<file path="src/rtl/pit_pkg.sv">
package pit_pkg;
  localparam int ADDR_W = 4;
  localparam int DATA_W = 8;
  localparam logic [ADDR_W-1:0] CTRL_ADDR = 4'd0;
  localparam logic [ADDR_W-1:0] WORD_ADDR = 4'd15;
  localparam int REP_BIT = 4;

  // Tick count for each delay code
  function automatic int unsigned period_of(input logic [1:0] code);
    case (code)
      2'd0:    period_of = 1;
      2'd1:    period_of = 10;
      2'd2:    period_of = 100;
      default: period_of = 1000;
    endcase
  endfunction
endpackage

</file>
<file path="src/rtl/pit_flag.sv">
module pit_flag (
  input  logic clk,
  input  logic rst_n,
  input  logic set_ev,
  input  logic rd_active,
  input  logic rd_end,
  output logic flag
);
  logic seen;

  always_ff @(posedge clk or negedge rst_n) begin
    if (!rst_n) begin
      flag <= 1'b0;
      seen <= 1'b0;
    end else begin
      if (rd_end) seen <= 1'b0;
      else if (rd_active && flag) seen <= 1'b1;
      if (set_ev) flag <= 1'b1;
      else if (rd_end && seen) flag <= 1'b0;
    end
  end


  flag_rise_chk: assert property (@(posedge clk) disable iff (!rst_n)
    $rose(flag) |-> $past(set_ev));

  set_wins_chk: assert property (@(posedge clk) disable iff (!rst_n)
    set_ev |=> flag);

  flag_fall_chk: assert property (@(posedge clk) disable iff (!rst_n)
    $fell(flag) |-> $past(rd_end));
endmodule

</file>
<file path="src/rtl/pit_regs.sv">
module pit_regs
  import pit_pkg::*;
(
  input  logic              clk,
  input  logic              rst_n,
  input  logic              bus_sel,
  input  logic              bus_rd,
  input  logic              bus_wr,
  input  logic [ADDR_W-1:0] bus_addr,
  input  logic [DATA_W-1:0] bus_wdata,
  input  logic              irq_flag,
  input  logic              dchg_flag,
  output logic [DATA_W-1:0] bus_rdata,
  output logic              start_ev,
  output logic              stop_ev,
  output logic [DATA_W-1:0] int_word,
  output logic              rd_ctrl,
  output logic              rd_end
);
  logic stop_q, bank_q, rd_q;
  logic wr_ctrl, wr_word;

  assign wr_ctrl  = bus_sel && bus_wr && (bus_addr == CTRL_ADDR);
  assign wr_word  = bus_sel && bus_wr && (bus_addr == WORD_ADDR) && bank_q;
  assign rd_ctrl  = bus_sel && bus_rd && (bus_addr == CTRL_ADDR);
  assign rd_end   = rd_q && !rd_ctrl;
  assign start_ev = wr_ctrl && !bus_wdata[0];
  assign stop_ev  = wr_ctrl && bus_wdata[0];

  always_ff @(posedge clk or negedge rst_n) begin
    if (!rst_n) begin
      stop_q   <= 1'b1;
      bank_q   <= 1'b0;
      rd_q     <= 1'b0;
      int_word <= '0;
    end else begin
      rd_q <= rd_ctrl;
      if (wr_ctrl) begin
        stop_q <= bus_wdata[0];
        bank_q <= bus_wdata[1];
      end
      if (wr_word) int_word <= bus_wdata;
    end
  end

  always_comb begin
    bus_rdata = '0;
    if (bus_sel && bus_rd) begin
      if (bus_addr == CTRL_ADDR)
        bus_rdata = {{(DATA_W-4){1'b0}}, dchg_flag, stop_q, bank_q, irq_flag};
      else if (bus_addr == WORD_ADDR && bank_q)
        bus_rdata = int_word;
    end
  end


  word_hold_chk: assert property (@(posedge clk) disable iff (!rst_n)
    !(bus_sel && bus_wr && bus_addr == WORD_ADDR && bank_q) |=> $stable(int_word));
endmodule

</file>
<file path="src/rtl/pit_counter.sv">
module pit_counter
  import pit_pkg::*;
#(
  parameter int CNT_W = 10
) (
  input  logic       clk,
  input  logic       rst_n,
  input  logic       tick,
  input  logic       start_ev,
  input  logic       stop_ev,
  input  logic [1:0] code,
  input  logic       repeat_en,
  output logic       timeout
);
  logic [CNT_W-1:0] cnt, period;
  logic             run;

  assign period  = CNT_W'(period_of(code));
  assign timeout = run && tick && (cnt == CNT_W'(1)) && !start_ev && !stop_ev;

  always_ff @(posedge clk or negedge rst_n) begin
    if (!rst_n) begin
      cnt <= '0;
      run <= 1'b0;
    end else if (start_ev) begin
      cnt <= period;
      run <= 1'b1;
    end else if (stop_ev) begin
      run <= 1'b0;
    end else if (run && tick) begin
      if (cnt == CNT_W'(1)) begin
        cnt <= period;
        run <= repeat_en;
      end else begin
        cnt <= cnt - 1'b1;
      end
    end
  end


  start_reload_chk: assert property (@(posedge clk) disable iff (!rst_n)
    start_ev |=> run && cnt == $past(period));

  single_halt_chk: assert property (@(posedge clk) disable iff (!rst_n)
    timeout && !repeat_en |=> !run);

  stop_chk: assert property (@(posedge clk) disable iff (!rst_n)
    stop_ev |=> !run);

  nonzero_chk: assert property (@(posedge clk) disable iff (!rst_n)
    run |-> cnt != '0);
endmodule

</file>
<file path="src/rtl/pit_timer.sv">
module pit_timer
  import pit_pkg::*;
#(
  parameter int CNT_W = 10
) (
  input  logic              clk,
  input  logic              rst_n,
  input  logic              tick_ms,
  input  logic              set_pulse,
  input  logic              bus_sel,
  input  logic              bus_rd,
  input  logic              bus_wr,
  input  logic [ADDR_W-1:0] bus_addr,
  input  logic [DATA_W-1:0] bus_wdata,
  output logic [DATA_W-1:0] bus_rdata,
  output logic              irq
);
  logic              start_ev, stop_ev, rd_ctrl, rd_end, timeout;
  logic              irq_flag, dchg_flag;
  logic [DATA_W-1:0] int_word;

  pit_regs u_regs (
    .clk, .rst_n, .bus_sel, .bus_rd, .bus_wr, .bus_addr, .bus_wdata,
    .irq_flag, .dchg_flag, .bus_rdata, .start_ev, .stop_ev,
    .int_word, .rd_ctrl, .rd_end
  );

  pit_counter #(.CNT_W(CNT_W)) u_cnt (
    .clk, .rst_n, .tick(tick_ms), .start_ev, .stop_ev,
    .code(int_word[1:0]), .repeat_en(int_word[REP_BIT]), .timeout
  );

  pit_flag u_irq_flag (
    .clk, .rst_n, .set_ev(timeout), .rd_active(rd_ctrl), .rd_end,
    .flag(irq_flag)
  );

  pit_flag u_dchg_flag (
    .clk, .rst_n, .set_ev(set_pulse), .rd_active(rd_ctrl), .rd_end,
    .flag(dchg_flag)
  );

  assign irq = irq_flag;
endmodule

</file>
<file path="config.mk">
export PLATFORM = sky130hd
export DESIGN_NAME = pit_timer
export DESIGN_NICKNAME = d
export VERILOG_FILES = /design/src/rtl/pit_pkg.sv /design/src/rtl/pit_flag.sv /design/src/rtl/pit_regs.sv /design/src/rtl/pit_counter.sv /design/src/rtl/pit_timer.sv
export SDC_FILE = /design/constraint.sdc
export NUM_CORES = 1
export LEC_CHECK = 0
export ABC_AREA = 1
export BUFFER_PORTS_ARGS = -buffer_cell sky130_fd_sc_hd__buf_4
export CAP_MARGIN = 10
export CORE_MARGIN = 10
export CORE_UTILIZATION = 55
export DETAILED_ROUTE_END_ITERATION = 7
export MAX_ROUTING_LAYER = met4
export PLACE_DENSITY = 0.84
export SLEW_MARGIN = 10
export SYNTH_ARGS = -nofsm -noshare
export SYNTH_HDL_FRONTEND = slang
export SYNTH_HIERARCHICAL = 1
export SYNTH_SLANG_ARGS = --single-unit
</file>
<file path="constraint.sdc">
create_clock -name clk -period 1.7 [get_ports clk]
set_clock_uncertainty 0.2 [all_clocks]
set_input_delay 0.51 -clock clk [delete_from_list [all_inputs] [get_ports clk]]
set_output_delay 0.51 -clock clk [all_outputs]
set_load 0.005 [all_outputs]
</file>
==> results of run 1 <==
cell type report:
| cell class | count | area share |
|---|---|---|
| clock buffers | 4 | 0.0159 |
| inverters | 25 | 0.0477 |
| multi-input cells | 159 | 0.435 |
| flip-flops and latches | 26 | 0.286 |
| well taps | 31 | 0.0170 |
| repair buffers | 55 | 0.198 |
how the worst max path moves through the flow:
stage,end,slack (ps),cells past startpoint,start
after CTS,bus_rdata[1],-200,6,bus_addr[3]
after detailed placement,bus_rdata[2],-270,7,bus_addr[0]
after floorplan,bus_rdata[0],-10,6,bus_sel
final,bus_rdata[2],-310,6,bus_addr[1]
after global placement,bus_rdata[7],-250,6,bus_addr[1]
after global routing,bus_rdata[5],-370,6,bus_addr[1]
layer usage:
metal / part of all wire / wire length (um) / track usage / up-vias
li1: - / - / - / 811
met1: 0.37 / 2090 / 0.206 / 837
met2: 0.50 / 2830 / 0.273 / 134
met3: 0.083 / 467 / 0.0363 / 28
met4: 0.038 / 214 / 0.0538 / 0
met5: 0 / 0 / - / -
state kept, by name, summed over array words and instances, names as in the netlist:
register	flops
u_regs/bank_q	1
u_irq_flag/seen	1
u_cnt/run	1
u_regs/rd_q	1
u_dchg_flag/seen	1
u_regs/int_word	8
u_cnt/cnt	10
u_irq_flag/flag	1
u_dchg_flag/flag	1
u_regs/stop_q	1
what timing repair did:
item | CTS | global route
gates resized for setup | 16 | 18
setup endpoints to repair | 8 | 19
endpoints found under the hold margin | 25 | 0
hold buffers | 1 | 0
cloned | 0 | 1
pin swaps | 13 | 12
setup buffers | 5 | 6
power by group through the flow:
stage               Sequential, W  Combinational, W  Clock, W
floorplan                0.000877          0.000745         0
global placement         0.000899          0.000922         0
detailed placement       0.000901          0.000953         0
CTS                      0.000891          0.000974  0.000318
global route             0.000936           0.00118  0.000354
finish                   0.000917           0.00105  0.000324
worst reg2reg max path, cell delays in order (launching register included):
cell and delay (ps):
dfrtp_1 420, inv_2 100, ha_1 160, nand3_1 120, nor2_4 170, nand2_8 120, nand2_8 110, nand2_4 50
o21ai_2 60, nand3_2 80, o21ai_2 60
kinds of logic after synthesis:
family,after synthesis,synth area share
simple gates,128,0.396
buf+inv,27,0.0691
flops,26,0.409
compound gates,25,0.0942
xor+xnor,3,0.0165
fa+ha+maj,2,0.0157
per-stage QoR:
step / area [um2] / std cells / hold slack (ps) / util
after floorplan: 1670 / 211 / 14.4 / -
after global placement: 2010 / 283 / 236 / 0.730
after detailed placement: 2010 / 283 / 236 / 0.730
after CTS: 2160 / 293 / 156 / 0.782
after global routing: 2280 / 300 / 173 / 0.828
final: 2280 / 300 / 187 / 0.828
cell usage in the layout (no fill, tap or decap), types with 3 or more instances in the layout:
cell / n
a21oi_1: 3
a21oi_2: 3
buf_4: 46
buf_6: 6
clkbuf_4: 3
dfrtp_1: 24
inv_1: 16
inv_2: 4
inv_4: 4
nand2_1: 55
nand2_2: 6
nand2_4: 6
nand3_1: 13
nand4_1: 13
nor2_1: 14
nor2_4: 11
o21ai_0: 4
o21ai_1: 7
o21ai_2: 3
xor2_1: 3
==> impl_metrics.env, run 1 <==
export IMPL_track_usage=0.170
export IMPL_combPwrFrac=0.459
export IMPL_nFillCells=163
export IMPL_rows=19
export IMPL_dr_first_iter_drc_count=175
export IMPL_syn_to_final_growth_pct=43.2
export IMPL_grt_max_degree=27
export IMPL_power_total_w=0.00229
export IMPL_portBuffers=27
export IMPL_post_route_period_util=1.18
export IMPL_pre_cts_slack_ps=-266
export IMPL_yosysSeqAreaShare=0.409
export IMPL_crit_path_cell_trace="buf_6, nand2_4, nor2_4, nand4_1, nand2_1, buf_6"
export IMPL_grt_pass1_vias=1572
export IMPL_reg2reg_setup_slack_ps=-10
export IMPL_yosysTopAreaCell="dfrtp_1"
export IMPL_start_kind="primary input"
export IMPL_rsz0062_at_grt="true"
export IMPL_reg2reg_from="u_cnt/cnt[1]"
export IMPL_die_w_um=73.8
export IMPL_synth_distinct_cells=29
export IMPL_seq_area_um2=653
export IMPL_dr_pass1_iters=6
export IMPL_die_area_um2=5450
export IMPL_crit_family="simple AND/OR/NAND/NOR gates"
export IMPL_hold_violations=0
export IMPL_initial_utilization=0.578
export IMPL_vias=1810
export IMPL_critPathMaxFanout=8
export IMPL_grt_pass1_wl_um=7260
export IMPL_synth_edf_count=0
export IMPL_p_int_w=0.00131
export IMPL_post_route_min_period_ps=2010
export IMPL_max_clock_path_buffers=2
export IMPL_antenna_found_initial=0
export IMPL_hold_class="in2reg"
export IMPL_cts_buffers=3
export IMPL_whs_path_depth=3
export IMPL_synth_flop_cell="dfrtp_1"
export IMPL_h_tree_depth=1
export IMPL_cpMaxStageDelayCell="nor2_4"
export IMPL_worst_hold_startpoint="set_pulse"
export IMPL_drc=0
export IMPL_num_io_pins=28
export IMPL_synthTopCellsByArea="dfrtp_1 39%, nand2_1 15%, nand4_1 5.1%, nor2_1 4.9%, nand3_1 4.4%"
export IMPL_synth_top_area_frac=0.392
export IMPL_slew_viol_final=0
export IMPL_syn_cell_area_um2=1590
export IMPL_antenna_cells=0
export IMPL_max_stage_delay_ps=210
export IMPL_routed_wl_um=5600
export IMPL_cts_tree="built"
export IMPL_violations="setup timing"
export IMPL_arrival_ps=1300
export IMPL_final_setup_worst_slack_ps=-310
export IMPL_worst_ir_drop_vdd_mv=0.941
export IMPL_ys_ff_latch=26
export IMPL_holdPathEnd="u_dchg_flag/flag"
export IMPL_status="complete, but fails checks"
export IMPL_critPathKind="in2out"
export IMPL_max_slew_margin=0.780
export IMPL_seqPwrFrac=0.400
export IMPL_crit_path_end_kind="output pin"
export IMPL_async_reset_ff_frac=1.00
export IMPL_swShare=0.428
export IMPL_wire_per_inst_um=18.7
export IMPL_cpMostUsedCell="buf_6"
export IMPL_avgSynthCellArea_um2=7.55
export IMPL_cts_sinks=26
export IMPL_clkPwrFrac=0.141
export IMPL_clockRootBuffer="clkbuf_4"
export IMPL_core_area_um2=2760
export IMPL_clkTransAtPathRegs_ps=160
export IMPL_synth_most_common_cell="nand2_1"
export IMPL_synthTopCellsByCount="63 x nand2_1, 25 x dfrtp_1, 21 x nor2_1"
export IMPL_drv_cap=0
export IMPL_postRouteAntennaNets=0
export IMPL_crit_required_ps=990
export IMPL_fin_tns_setup_ps=-4190
export IMPL_setup_viol=20
export IMPL_dp_hpwl_um=3060
export IMPL_vias_per_cell=6.03
export IMPL_fp_dieH_um=73.8
export IMPL_ys_warn_count=6
export IMPL_worst_slew_pin_slew_ps=329
export IMPL_rr_endpoint="u_cnt/cnt[1]"
export IMPL_multi_input_area_um2=993
export IMPL_grt_overflow=0
export IMPL_drive_gt1_frac=0.401
export IMPL_clk_latency_ps=330
export IMPL_syn_num_nets=232
export IMPL_reg2reg_depth=10
export IMPL_leakage_nw=1.13
export IMPL_gp_congestion=0.866
export IMPL_critPathBufInv=2
export IMPL_power_density_nw_per_um2=1000
export IMPL_synthCells=211
export IMPL_max_freq_mhz=498
export IMPL_nets=291
export IMPL_switching_power_w=0.000981
No activity file was read; power rests on OpenSTA's default activity.
==> run 2: changes to the inputs <==
--- a/config.mk
+++ b/config.mk
@@ -13,6 +13,7 @@
 export DETAILED_ROUTE_END_ITERATION = 7
 export MAX_ROUTING_LAYER = met4
 export PLACE_DENSITY = 0.84
+export SETUP_SLACK_MARGIN = 0.3
 export SLEW_MARGIN = 10
 export SYNTH_ARGS = -nofsm -noshare
 export SYNTH_HDL_FRONTEND = slang
==> run 2 against run 1 <==
Effect of this change:
- the flow now stops in global routing (5_1_grt)
- area after synthesis unchanged
- synthesized cell count unchanged
==> impl_metrics.env, run 2 <==
export IMPL_synthTopCellsByCount="63 x nand2_1, 25 x dfrtp_1, 21 x nor2_1"
export IMPL_async_reset_ff_frac=1.00
export IMPL_gp_congestion=0.837
export IMPL_stop_stage="global routing (5_1_grt)"
export IMPL_fp_dieH_um=73.8
export IMPL_toolErrorMsg="[ERROR DPL-0033] detailed placement checks failed during check placement."
export IMPL_clockRootBuffer="clkbuf_4"
export IMPL_postGrtWorstEndpoint="bus_rdata[3]"
export IMPL_worst_ep_kind="output port"
export IMPL_antenna_found_initial=0
export IMPL_h_tree_depth=1
export IMPL_rows=19
export IMPL_synthCells=211
export IMPL_synth_distinct_cells=29
export IMPL_ys_ff_latch=26
export IMPL_dp_cells=289
export IMPL_synth_edf_count=0
export IMPL_ys_warn_count=6
export IMPL_grt_max_degree=27
export IMPL_cts_sinks=26
export IMPL_synth_most_common_cell="nand2_1"
export IMPL_synthTopCellsByArea="dfrtp_1 39%, nand2_1 15%, nand4_1 5.1%, nor2_1 4.9%, nand3_1 4.4%"
export IMPL_cts_buffers=3
export IMPL_synth_flop_cell="dfrtp_1"
export IMPL_max_clock_path_buffers=2
export IMPL_avgSynthCellArea_um2=7.55
export IMPL_die_w_um=73.8
export IMPL_portBuffers=27
export IMPL_syn_cell_area_um2=1590
export IMPL_syn_num_nets=232
export IMPL_initial_utilization=0.578
export IMPL_synth_top_area_frac=0.392
export IMPL_status="did not finish"
export IMPL_dp_hpwl_um=3090
export IMPL_yosysTopAreaCell="dfrtp_1"
export IMPL_yosysSeqAreaShare=0.409
export IMPL_num_io_pins=28
-- run 2: cell counts after synthesis --
Identical to the previous run, type by type.
-- run 2: kinds of logic after synthesis --
| family | synth area share |
|---|---|
| buffers and inverters | 0.0691 |
| XOR/XNOR | 0.0165 |
| AND/OR/NAND/NOR | 0.396 |
| AO/OA/AOI/OAI | 0.0942 |
| flip-flops | 0.409 |
| adder cells (fa/ha/maj) | 0.0157 |
-- run 2: stage by stage --
stage                      util  worst slack [ps]  hold WS (ps)  TNS [ps]  area (um2)
after floorplan               -             -11.0          14.4     -32.8        1710
after global placement    0.761              -253           235     -4250        2100
after CTS                 0.902              -203           151     -1420        2490
after detailed placement  0.761              -288           239     -5170        2100
-- run 2: what timing repair did --
action | in CTS
endpoints found under the setup margin | 21
pin swaps | 29
setup buffers | 16
gates resized for setup | 43
hold endpoints to repair | 25
hold buffers | 1
cloned | 1
==> run 3: changes to the inputs <==
--- a/config.mk
+++ b/config.mk
@@ -9,11 +9,9 @@
 export BUFFER_PORTS_ARGS = -buffer_cell sky130_fd_sc_hd__buf_4
 export CAP_MARGIN = 10
 export CORE_MARGIN = 10
-export CORE_UTILIZATION = 55
+export CORE_UTILIZATION = 40
 export DETAILED_ROUTE_END_ITERATION = 7
-export MAX_ROUTING_LAYER = met4
-export PLACE_DENSITY = 0.84
-export SETUP_SLACK_MARGIN = 0.3
+export PLACE_DENSITY_LB_ADDON = 0.15
 export SLEW_MARGIN = 10
 export SYNTH_ARGS = -nofsm -noshare
 export SYNTH_HDL_FRONTEND = slang
==> run 3 against run 2 <==
Effect of this change:
- the flow now finishes, with violations (setup timing)
==> impl_metrics.env, run 3 (same netlist as run 1, synthesis figures left out) <==
export IMPL_drv_cap=0
export IMPL_final_common_cell="nand2_1"
export IMPL_track_usage=0.116
export IMPL_rows=22
export IMPL_drc=0
export IMPL_dp_hpwl_um=2990
export IMPL_grt_pass1_wl_um=7020
export IMPL_routed_wl_um=4160
export IMPL_portBuffers=27
export IMPL_worst_slew_pin_slew_ps=345
export IMPL_vias=1608
export IMPL_cts_buffers=3
export IMPL_post_route_min_period_ps=1890
export IMPL_cts_tree="built"
export IMPL_mostFrequentLayoutCells="55 x nand2_1, 50 x buf_4, 24 x dfrtp_1"
export IMPL_max_slew_margin=0.770
export IMPL_cts_sinks=26
export IMPL_critPathKind="in2out"
export IMPL_die_w_um=83.1
export IMPL_die_area_um2=6910
export IMPL_critPathMaxFanout=5
export IMPL_postRouteAntennaNets=0
export IMPL_fin_hold_ws_ps=228
export IMPL_gp_congestion=0.808
export IMPL_hold_class="in2reg"
export IMPL_arrival_ps=1180
export IMPL_leakage_nw=1.18
export IMPL_clk_latency_ps=260
export IMPL_status="complete, but fails checks"
export IMPL_syn_to_final_growth_pct=50.9
export IMPL_fp_dieH_um=83.1
export IMPL_max_clock_path_buffers=2
export IMPL_dr_first_iter_drc_count=76
export IMPL_crit_path_end_kind="output pin"
export IMPL_wire_per_inst_um=12.8
export IMPL_h_tree_depth=1
export IMPL_grt_overflow=0
export IMPL_antenna_found_initial=0
export IMPL_largest_reg_flops=10
export IMPL_final_setup_worst_slack_ps=-189
export IMPL_setup_viol=15
export IMPL_rsz0062_at_grt="true"
export IMPL_largest_register="u_cnt/cnt"
export IMPL_dr_pass1_iters=5
export IMPL_max_freq_mhz=529
export IMPL_fin_tns_setup_ps=-1540
export IMPL_grt_max_degree=27
export IMPL_worst_ir_drop_vdd_mv=0.440
export IMPL_clkTransAtPathRegs_ps=80
export IMPL_postLayoutCoreUtil=0.643
export IMPL_vias_per_cell=4.93
export IMPL_initial_utilization=0.426
export IMPL_antenna_cells=0
export IMPL_clockRootBuffer="clkbuf_8"
export IMPL_violations="setup timing"
export IMPL_post_route_period_util=1.11
export IMPL_top_regs="u_cnt/cnt: 10 flops, u_regs/int_word: 8 flops"
export IMPL_hold_violations=0
export IMPL_grt_pass1_vias=1599
export IMPL_slew_viol_final=0
export IMPL_core_area_um2=3740
export IMPL_start_kind="primary input"
export IMPL_num_io_pins=28
export IMPL_nets=300
export IMPL_power_density_nw_per_um2=966
export IMPL_drive_gt1_frac=0.446
export IMPL_crit_required_ps=990
[run 3: power by group]
group,switching (W),internal (W)
Clock,0.000184,0.000168
Sequential,0.000132,0.000772
Combinational,0.000622,0.000447
Total,0.000938,0.00139
[run 3: path summary, 6_finish.rpt]
path	start	to	slack, ps	cells past startpoint
worst max-delay path	bus_addr[0]	bus_rdata[2]	-190	6
worst min-delay path	set_pulse	u_dchg_flag/flag	230	3
worst max register to register	u_cnt/cnt[1]	u_cnt/cnt[2]	40	9
worst min register to register	u_regs/int_word[2]	u_regs/int_word[2]	280	2
max in group asynchronous	rst_n	u_regs/stop_q	510	2
min in group asynchronous	rst_n	u_regs/int_word[7]	480	2
[run 3: layout make-up]
| type | instances | area, um2 |
|---|---|---|
| Inverter | 25 | 104 |
| Sequential cell | 26 | 653 |
| Tap cell | 48 | 60.1 |
| Multi-Input combinational cell | 160 | 1010 |
| Clock buffer | 4 | 45.0 |
| Fill cell | 339 | 1340 |
| Timing Repair Buffer | 63 | 532 |
[run 3: metrics by stage]
step / instances / setup WS [ps] / instance area (um2) / power (W)
detailed placement: 305 / -284 / 2070 / 0.00188
global route: 326 / -240 / 2410 / 0.00254
finish: 326 / -189 / 2410 / 0.00233
global placement: 305 / -273 / 2070 / 0.00187
CTS: 317 / -180 / 2260 / 0.00226
floorplan: 211 / -11.0 / 1670 / 0.00162
[run 3: repair_timing]
item                                    4_1_cts  5_1_grt
hold buffers                                  1        0
hold endpoints to repair                     25        0
endpoints found under the setup margin        8       18
setup buffers                                 6        8
gates cloned                                  1        1
gates resized for setup                      21       22
pin swaps                                    13       16
[run 3: critical path: stages]
cell and delay, ps:
buf_6 90, nand2_4 50, nor2_4 150, nand4_1 150, nand2_2 120, buf_6 100
[run 3: metal layers]
layer | vias to the layer above | share of wire | GRT usage
met2 | 35 | 0.51 | 0.202
li1 | 833 | - | -
met5 | - | 0 | 0
met1 | 736 | 0.44 | 0.135
met3 | 4 | 0.047 | 0.0313
met4 | 0 | 0.0055 | 0.0354
==> run 4: changes to the inputs <==
--- a/config.mk
+++ b/config.mk
@@ -12,7 +12,8 @@
 export CORE_UTILIZATION = 40
 export DETAILED_ROUTE_END_ITERATION = 7
 export PLACE_DENSITY_LB_ADDON = 0.15
-export SLEW_MARGIN = 10
+export SETUP_SLACK_MARGIN = 0.15
+export SLEW_MARGIN = 25
 export SYNTH_ARGS = -nofsm -noshare
 export SYNTH_HDL_FRONTEND = slang
 export SYNTH_HIERARCHICAL = 1
==> run 4 against run 3 <==
Effect of this change:
- the run still ends with setup timing left
- register-to-register slack lost 50 ps
- critical path depth grew 1
- sequential power grew 2%
- utilization grew 3.9 points
- highest routed layer unchanged
==> impl_metrics.env, run 4 (same netlist as run 1, synthesis figures left out) <==
export IMPL_die_w_um=83.1
export IMPL_syn_to_final_growth_pct=60.1
export IMPL_nFillCells=328
export IMPL_fp_dieH_um=83.1
export IMPL_violations="setup timing"
export IMPL_dr_first_iter_drc_count=79
export IMPL_crit_path_end="bus_rdata[3]"
export IMPL_crit_required_ps=990
export IMPL_setup_viol=20
export IMPL_start_kind="primary input"
export IMPL_reg2reg_setup_slack_ps=-10
export IMPL_hold_violations=0
export IMPL_power_total_w=0.00258
export IMPL_cts_tree="built"
export IMPL_postRouteAntennaNets=0
export IMPL_grt_pass1_wl_um=7490
export IMPL_grt_pass1_vias=1696
export IMPL_max_freq_mhz=517
export IMPL_cts_buffers=3
export IMPL_hold_class="in2reg"
export IMPL_leakage_nw=1.23
export IMPL_gp_congestion=0.802
export IMPL_wire_per_inst_um=14.0
export IMPL_max_slew_margin=0.765
export IMPL_worst_ir_drop_vdd_mv=0.481
export IMPL_routed_wl_um=4580
export IMPL_antenna_found_initial=0
export IMPL_final_common_cell="nand2_1"
export IMPL_largest_register="u_cnt/cnt"
export IMPL_arrival_ps=1220
export IMPL_mostFrequentLayoutCells="49 x nand2_1, 44 x buf_4, 22 x dfrtp_1"
export IMPL_clkTransAtPathRegs_ps=90
export IMPL_reg2reg_from="u_cnt/cnt[0]"
export IMPL_h_tree_depth=1
export IMPL_postLayoutCoreUtil=0.682
export IMPL_portBuffers=27
export IMPL_pre_cts_slack_ps=-274
export IMPL_top_regs="u_cnt/cnt: 10 flops, u_regs/int_word: 8 flops"
export IMPL_vias=1656
export IMPL_dp_cells=305
export IMPL_drive_gt1_frac=0.514
export IMPL_rows=22
export IMPL_rsz0062_at_grt="true"
export IMPL_reg2reg_depth=9
export IMPL_vias_per_cell=5.08
export IMPL_layoutNonFillerInstCount=326
export IMPL_grt_max_degree=27
export IMPL_critPathLaunch="bus_addr[3]"
export IMPL_final_setup_worst_slack_ps=-233
export IMPL_fin_tns_setup_ps=-2850
export IMPL_slew_viol_final=0
export IMPL_dr_pass1_iters=4
export IMPL_post_route_min_period_ps=1930
export IMPL_status="complete, but fails checks"
export IMPL_worst_slew_pin_slew_ps=352
export IMPL_die_area_um2=6910
export IMPL_antenna_cells=0
export IMPL_num_io_pins=28
export IMPL_nets=300
export IMPL_track_usage=0.123
export IMPL_critPathKind="in2out"
export IMPL_power_density_nw_per_um2=1010
export IMPL_rr_endpoint="u_cnt/cnt[1]"
export IMPL_grt_overflow=0
export IMPL_largest_reg_flops=10
export IMPL_post_route_period_util=1.14
export IMPL_clk_latency_ps=270
export IMPL_drv_cap=0
export IMPL_clockRootBuffer="clkbuf_8"
export IMPL_crit_path_end_kind="output pin"
export IMPL_drc=0
export IMPL_max_clock_path_buffers=2
export IMPL_core_area_um2=3740
export IMPL_dp_hpwl_um=3110
export IMPL_cts_sinks=26
export IMPL_critPathMaxFanout=5
export IMPL_initial_utilization=0.426
## run 4: changes by cell type in the layout (fill, tap and decap cells not counted), moves of 3 or more
cell and delta:
nand2_2 +4, buf_4 -6, nor2_2 +3, nand2_1 -6, buf_6 +4, nor2_1 -4, nand2_4 +3
## run 4: per-layer routing
metal,wire length (um),GRT usage,up-vias,share of wire
met5,0,0,-,0
met1,1910,0.135,780,0.42
met3,225,0.0332,8,0.049
li1,-,-,830,-
met4,68,0.0462,0,0.015
met2,2380,0.220,38,0.52
## run 4: how the worst min path moves through the flow
| stage | start | endpoint | slack [ps] | cells after the start |
|---|---|---|---|---|
| 4_1_cts | set_pulse | u_dchg_flag/flag | 220 | 3 |
| 6_report | set_pulse | u_dchg_flag/flag | 220 | 3 |
| 3_5_place_dp | rst_n | u_regs/int_word[6] | 240 | 1 |
| 5_1_grt | set_pulse | u_dchg_flag/flag | 240 | 3 |
| 2_1_floorplan | rst_n | u_cnt/cnt[0] | 10 | 0 |
| 3_3_place_gp | rst_n | u_regs/int_word[6] | 240 | 1 |
## run 4: per-stage QoR
step / hold WS (ps) / instance area (um2)
detailed placement: 245 / 2110
finish: 219 / 2550
global placement: 239 / 2110
floorplan: 14.4 / 1710
global route: 245 / 2550
CTS: 222 / 2430
## run 4: layout make-up
class	count	area, um2	share of cell area
timing repair buffer	62	547	0.214
tap	48	60.1	0.0235
inverter	25	109	0.0426
sequential	26	656	0.257
timing repair inverter	1	6.26	0.00245
clock buffer	4	55.1	0.0216
multi-input combinational	160	1120	0.439
## run 4: worst max-delay path: stages
cell and delay (ps):
buf_8 100, nor2_4 170, nand3_4 120, inv_4 100, nand2_2 60, nand2_2 60, buf_6 90
## run 4: power by group
| group | internal, W | switching, W |
|---|---|---|
| clock | 0.000207 | 0.000194 |
| sequential | 0.000775 | 0.000146 |
| combinational | 0.000527 | 0.000728 |
## run 4: timing repair
item,4_1_cts,5_1_grt
setup endpoints to repair,21,21
endpoints found under the hold margin,25,0
resized for setup,43,25
buffers inserted,8,5
pin swaps,21,9
hold buffers,1,0
gates cloned,2,1
